## config.mk

```make
export PLATFORM = sky130hd
export DESIGN_NAME = prefetch_sched
export DESIGN_NICKNAME = d
export VERILOG_FILES = /design/src/rtl/pfs_pkg.sv /design/src/rtl/pfs_slot_ctr.sv /design/src/rtl/pfs_req_ctl.sv /design/src/rtl/pfs_addr_gen.sv /design/src/rtl/pfs_epoch.sv /design/src/rtl/prefetch_sched.sv
export SDC_FILE = /design/constraint.sdc
export NUM_CORES = 1
export LEC_CHECK = 0
export ABC_AREA = 1
export ABC_CLOCK_PERIOD_IN_PS = 3400
export BUFFER_PORTS_ARGS = -buffer_cell sky130_fd_sc_hd__buf_2
export CORE_AREA = 8 8 65 67
export DETAILED_ROUTE_END_ITERATION = 10
export DIE_AREA = 0 0 73 75
export HOLD_SLACK_MARGIN = 0.03
export PLACE_DENSITY_LB_ADDON = 0.1
export SKIP_CTS_REPAIR_TIMING = 1
export SLEW_MARGIN = 10
export SYNTH_ARGS = -nofsm -noshare
export SYNTH_HDL_FRONTEND = slang
export SYNTH_SLANG_ARGS = --single-unit
export TNS_END_PERCENT = 30
```

## constraint.sdc

```tcl
create_clock -name clk -period 3.4 [get_ports clk]
set_input_delay 0.17 -clock clk [delete_from_list [all_inputs] [get_ports clk]]
set_output_delay 0.17 -clock clk [all_outputs]
set_load 0.005 [all_outputs]
```

## src/rtl/pfs_pkg.sv

```systemverilog
package pfs_pkg;
  localparam int unsigned WORD_BYTES = 2;

  // number of slots freed by the two release strobes in one cycle
  function automatic logic [1:0] count_rel(input logic a, input logic b);
    return {1'b0, a} + {1'b0, b};
  endfunction
endpackage

```

## src/rtl/pfs_slot_ctr.sv

```systemverilog
module pfs_slot_ctr #(
  parameter int DEPTH = 3,
  localparam int CW = $clog2(DEPTH + 1)
) (
  input  logic clk,
  input  logic rst_n,
  input  logic load_full,
  input  logic rel_a,
  input  logic rel_b,
  input  logic take,
  output logic has_room
);
  import pfs_pkg::*;

  logic [CW-1:0] slots;

  function automatic logic [CW-1:0] slot_next(input logic [CW-1:0] c,
                                               input logic [1:0] r,
                                               input logic t);
    int s;
    s = int'(c) + int'(r) - int'(t);
    if (s > DEPTH) s = DEPTH;
    if (s < 0) s = 0;
    return CW'(s);
  endfunction

  always_ff @(posedge clk) begin
    if (!rst_n)         slots <= '0;
    else if (load_full) slots <= CW'(DEPTH);
    else                slots <= slot_next(slots, count_rel(rel_a, rel_b), take);
  end

  assign has_room = (slots != '0);

  AST_SLOT_CAP: assert property (@(posedge clk) disable iff (!rst_n)
    int'(slots) <= DEPTH);
  AST_SLOT_EMPTY: assert property (@(posedge clk) disable iff (!rst_n)
    (slots == '0) && !rel_a && !rel_b && !load_full |=> slots == '0);
endmodule

```

## src/rtl/pfs_req_ctl.sv

```systemverilog
module pfs_req_ctl (
  input  logic clk,
  input  logic rst_n,
  input  logic start,
  input  logic has_room,
  input  logic opnd_busy,
  input  logic cof_hint,
  input  logic pf_ack,
  output logic pf_req,
  output logic fire
);
  logic active;
  logic issue_ok;

  assign issue_ok = active && !pf_req && has_room && !opnd_busy && !cof_hint;
  assign fire     = pf_req && pf_ack;

  always_ff @(posedge clk) begin
    if (!rst_n) begin
      active <= 1'b0;
      pf_req <= 1'b0;
    end else begin
      if (start) active <= 1'b1;
      if (start)         pf_req <= 1'b0;
      else if (fire)     pf_req <= 1'b0;
      else if (issue_ok) pf_req <= 1'b1;
    end
  end

  AST_ISSUE_GATED: assert property (@(posedge clk) disable iff (!rst_n)
    $rose(pf_req) |-> $past(active && has_room && !opnd_busy && !cof_hint));
  AST_REQ_HOLD: assert property (@(posedge clk) disable iff (!rst_n)
    pf_req && !pf_ack && !start |=> pf_req);
  AST_ACK_GAP: assert property (@(posedge clk) disable iff (!rst_n)
    fire |=> !pf_req);
  AST_START_DROP: assert property (@(posedge clk) disable iff (!rst_n)
    start |=> !pf_req);
endmodule

```

## src/rtl/pfs_addr_gen.sv

```systemverilog
module pfs_addr_gen #(
  parameter int AW = 16
) (
  input  logic          clk,
  input  logic          rst_n,
  input  logic          start,
  input  logic [AW-1:0] start_addr,
  input  logic          fire,
  output logic [AW-1:0] addr
);
  import pfs_pkg::*;

  function automatic logic [AW-1:0] addr_step(input logic [AW-1:0] a);
    return a + AW'(WORD_BYTES);
  endfunction

  always_ff @(posedge clk) begin
    if (!rst_n)     addr <= '0;
    else if (start) addr <= start_addr;
    else if (fire)  addr <= addr_step(addr);
  end

  AST_ADDR_LOAD: assert property (@(posedge clk) disable iff (!rst_n)
    start |=> addr == $past(start_addr));
  AST_ADDR_HOLD: assert property (@(posedge clk) disable iff (!rst_n)
    !start && !fire |=> $stable(addr));
  AST_ADDR_STEP: assert property (@(posedge clk) disable iff (!rst_n)
    !start && fire |=> addr == $past(addr) + AW'(2));
endmodule

```

## src/rtl/pfs_epoch.sv

```systemverilog
module pfs_epoch (
  input  logic clk,
  input  logic rst_n,
  input  logic start,
  input  logic rd_valid,
  input  logic rd_tag,
  output logic tag,
  output logic rd_accept
);
  always_ff @(posedge clk) begin
    if (!rst_n)     tag <= 1'b0;
    else if (start) tag <= ~tag;
  end

  assign rd_accept = rd_valid && (rd_tag == tag);

  AST_TAG_FLIP: assert property (@(posedge clk) disable iff (!rst_n)
    start |=> tag != $past(tag));
  AST_TAG_KEEP: assert property (@(posedge clk) disable iff (!rst_n)
    !start |=> $stable(tag));
endmodule

```

## src/rtl/prefetch_sched.sv

```systemverilog
module prefetch_sched #(
  parameter int AW    = 16,
  parameter int DEPTH = 3
) (
  input  logic          clk,
  input  logic          rst_n,
  input  logic          start_req,
  input  logic [AW-1:0] start_addr,
  input  logic          insn_done,
  input  logic          ext_used,
  input  logic          cof_hint,
  input  logic          opnd_busy,
  output logic          pf_req,
  output logic [AW-1:0] pf_addr,
  output logic          pf_tag,
  input  logic          pf_ack,
  input  logic          rd_valid,
  input  logic          rd_tag,
  output logic          rd_accept
);
  logic has_room;
  logic fire;

  pfs_slot_ctr #(.DEPTH(DEPTH)) u_slots (
    .clk(clk), .rst_n(rst_n), .load_full(start_req),
    .rel_a(insn_done), .rel_b(ext_used), .take(fire), .has_room(has_room)
  );

  pfs_req_ctl u_req (
    .clk(clk), .rst_n(rst_n), .start(start_req), .has_room(has_room),
    .opnd_busy(opnd_busy), .cof_hint(cof_hint), .pf_ack(pf_ack),
    .pf_req(pf_req), .fire(fire)
  );

  pfs_addr_gen #(.AW(AW)) u_addr (
    .clk(clk), .rst_n(rst_n), .start(start_req), .start_addr(start_addr),
    .fire(fire), .addr(pf_addr)
  );

  pfs_epoch u_epoch (
    .clk(clk), .rst_n(rst_n), .start(start_req), .rd_valid(rd_valid),
    .rd_tag(rd_tag), .tag(pf_tag), .rd_accept(rd_accept)
  );

  AST_QUIET_AFTER_RESET: assert property (@(posedge clk)
    !rst_n |=> !pf_req && pf_addr == '0 && !pf_tag);
endmodule

```

==> out/metrics.yaml <==
status: "complete, no violations"
first_pass_iters: 4
synth-compound-area-share: 0.1144
placementRows: 21
cp.required_ps: 3620
end_kind: "flip-flop"
drv_cap: 0
numCtsBuffers: 3
clock_sinks: 21
final_core_util: 0.5099
fmax_ghz: 0.4951
grt_use_total: 0.1362
design_area_mm2: 0.001648
hold_class: "in2reg"
start_util: 0.4262
cts_buffer_depth: 2
drive_gt1_frac: 0.2634
viasPerCell: 4.775
ys_ff_latch: 21
min-delay-start: "start_addr[0]"
maxSlewViolCount: 0
synth_top_family_by_area: "simple AND/OR/NAND/NOR gates"
synthAdderAreaFrac: 0.06903
power_density_mw_per_mm2: 308.8
wl_um: 3429
rsz0062_at_grt: "false"
syn_to_final_growth_pct: 19.62
antenna_found_initial: 0
drtIter0Drc: 61
grt.overflow.total: 0
cp_max_fo: 2
fin_cells: 289
setup_viol: 0
synth_cells: 199
critPathKind: "reg2reg"
fin_crit_ps: 2020
die_y_um: 75
r2r_slack_ps: 1380
hpwlAfterDp_um: 2632
critical_path_arrival_ps: 2240
nNetsFinal: 277
cts_tree: "yes"
clk_pin_slew_ps: 120
ant_nets: 0
r2r-end: "u_slots.slots[0]"
wire_per_inst_um: 11.87
ys_warn_count: 0
core-area_mm2: 0.003232
synth_top_area_cell: "dfxtp_1"
syn-num-nets: 232
power.leakage_nw: 0.8744
tns_ps: 0
dp.cells: 285
drc: 0
finalClockSkew_ps: 8.567
die_w_um: 73
synth_top_area_frac: 0.3052
reg2regPathDepth: 10
fin_crit_sh: 0.5940
ir_worst_vdd_mv: 0.1029
yosysSeqAreaShare: 0.3052
io_buffers: 44
ys_types: 27
worstMarginPinSlew_ps: 539.7
worstSetupStartpointType: "flip-flop"
grt_max_degree: 18
synth_mux_area_frac: 0.01453
dieArea_mm2: 0.005475
syn_area_per_cell_um2: 6.922
reg2reg_from: "u_slots.slots[0]"
postPlaceCellArea_mm2: 0.001620
yosys.area_share.simple: 0.3588
clock_latency_ps: 310
synthXorXnorAreaFrac: 0.02543
hold_depth: 3
synth.cell_area_mm2: 0.001378
antenna_cells: 0
grt_pass1_wl_um: 5975
htree_levels: 1
synth.area.top_cells: "dfxtp_1 (31%), nand2_1 (13%), inv_1 (8.4%)"
num_vias: 1380
root_buffer: "clkbuf_4"
hold_end: "u_addr.addr[0]"
boundaryPins: 45
gp_congestion: 0.7188
grt_pass1_vias: 1404
hold_violations: 0
relSlewSlack: 0.6398
cell usage after synthesis:
library cell / count
a21oi_1: 8
a21oi_2: 2
a31oi_1: 2
buf_2: 1
buf_4: 1
buf_6: 2
dfxtp_1: 21
fa_1: 1
ha_1: 6
inv_1: 31
inv_2: 1
mux2i_1: 2
nand2_1: 47
nand2_2: 4
nand3_1: 13
nand3_2: 4
nand4_1: 5
nor2_1: 21
nor2_2: 1
nor2_4: 2
nor2_8: 2
nor4b_1: 1
o21a_1: 1
o21ai_0: 11
o21ai_1: 5
xnor2_1: 2
xor2_1: 2
kinds of logic (layout without fill, tap and decap cells):
family | count (synthesis) | in the layout
and+or+nand+nor | 100 | 100
adders and majority gates | 7 | 7
DFF | 21 | 21
xor gates and xnor gates | 4 | 4
buffers and inverters | 36 | 80
AOI/OAI and AO/OA | 29 | 29
muxes | 2 | 2
layer usage:
metal / GRT usage / vias up / part of all wire
li1: - / 722 / -
met1: 0.1626 / 616 / 0.46
met2: 0.2234 / 38 / 0.44
met3: 0.04527 / 4 / 0.094
met4: 0.04667 / 0 / 0.0079
met5: 0 / - / 0
cells in the final DEF, fill, tap and decap left out, types with 5 or more instances in the layout:
master / instances
nand4_1: 5
nand2_1: 47
nand3_1: 13
a21oi_1: 8
nor2_1: 21
inv_1: 31
dfxtp_1: 21
ha_1: 6
o21ai_1: 5
buf_2: 44
o21ai_0: 11
where the power goes:
group	switching, mW	internal, mW	leakage [nW]	total, mW
clock network	0.0841	0.0439	0.0177	0.128
logic	0.0529	0.0455	0.683	0.0984
registers	0.0197	0.263	0.174	0.282
critical path: stages (launching register included):
cell and delay (ps):
dfxtp_1 340, fa_1 480, inv_1 40, ha_1 200, ha_1 200, ha_1 270, nand2_1 50, a21oi_1 140
o21ai_0 100, nand2_1 60, inv_1 40
per-stage QoR:
| step | total power [mW] | hold WS (ps) | setup WS (ps) |
|---|---|---|---|
| CTS | 0.5130 | 80.63 | 1373 |
| global route | 0.5415 | 101.8 | 1204 |
| floorplan | 0.3466 | 267.6 | 1507 |
| finish | 0.5089 | 78.24 | 1380 |
| detailed placement | 0.3883 | 404.0 | 1359 |
| global placement | 0.3875 | 403.2 | 1413 |
worst max path at each step:
stage | startpoint | endpoint | slack, ps | cells after the start
2_1_floorplan | u_slots.slots[0] | u_slots.slots[0] | 1510 | 10
3_3_place_gp | insn_done | u_slots.slots[0] | 1410 | 11
3_5_place_dp | insn_done | u_slots.slots[0] | 1360 | 11
4_1_cts | u_slots.slots[0] | u_slots.slots[0] | 1370 | 10
5_1_grt | u_slots.slots[0] | u_slots.slots[0] | 1200 | 10
6_report | u_slots.slots[0] | u_slots.slots[0] | 1380 | 10
sequential cells by signal, indices dropped and copies added, names as in the netlist:
register	flops
u_addr.addr	16
u_epoch.tag	1
u_req.active	1
u_req.pf_req	1
u_slots.slots	2
cell type report:
cell class                      count  area, µm²
Timing Repair Buffer               44      220.2
Sequential cell                    21      420.4
Inverter                           32      120.1
Clock inverter                      1      5.005
Fill cell                         364       1584
Clock buffer                        3      22.52
Multi-Input combinational cell    142      802.0
Tap cell                           46      57.56
(Power assumes the default switching activity.)
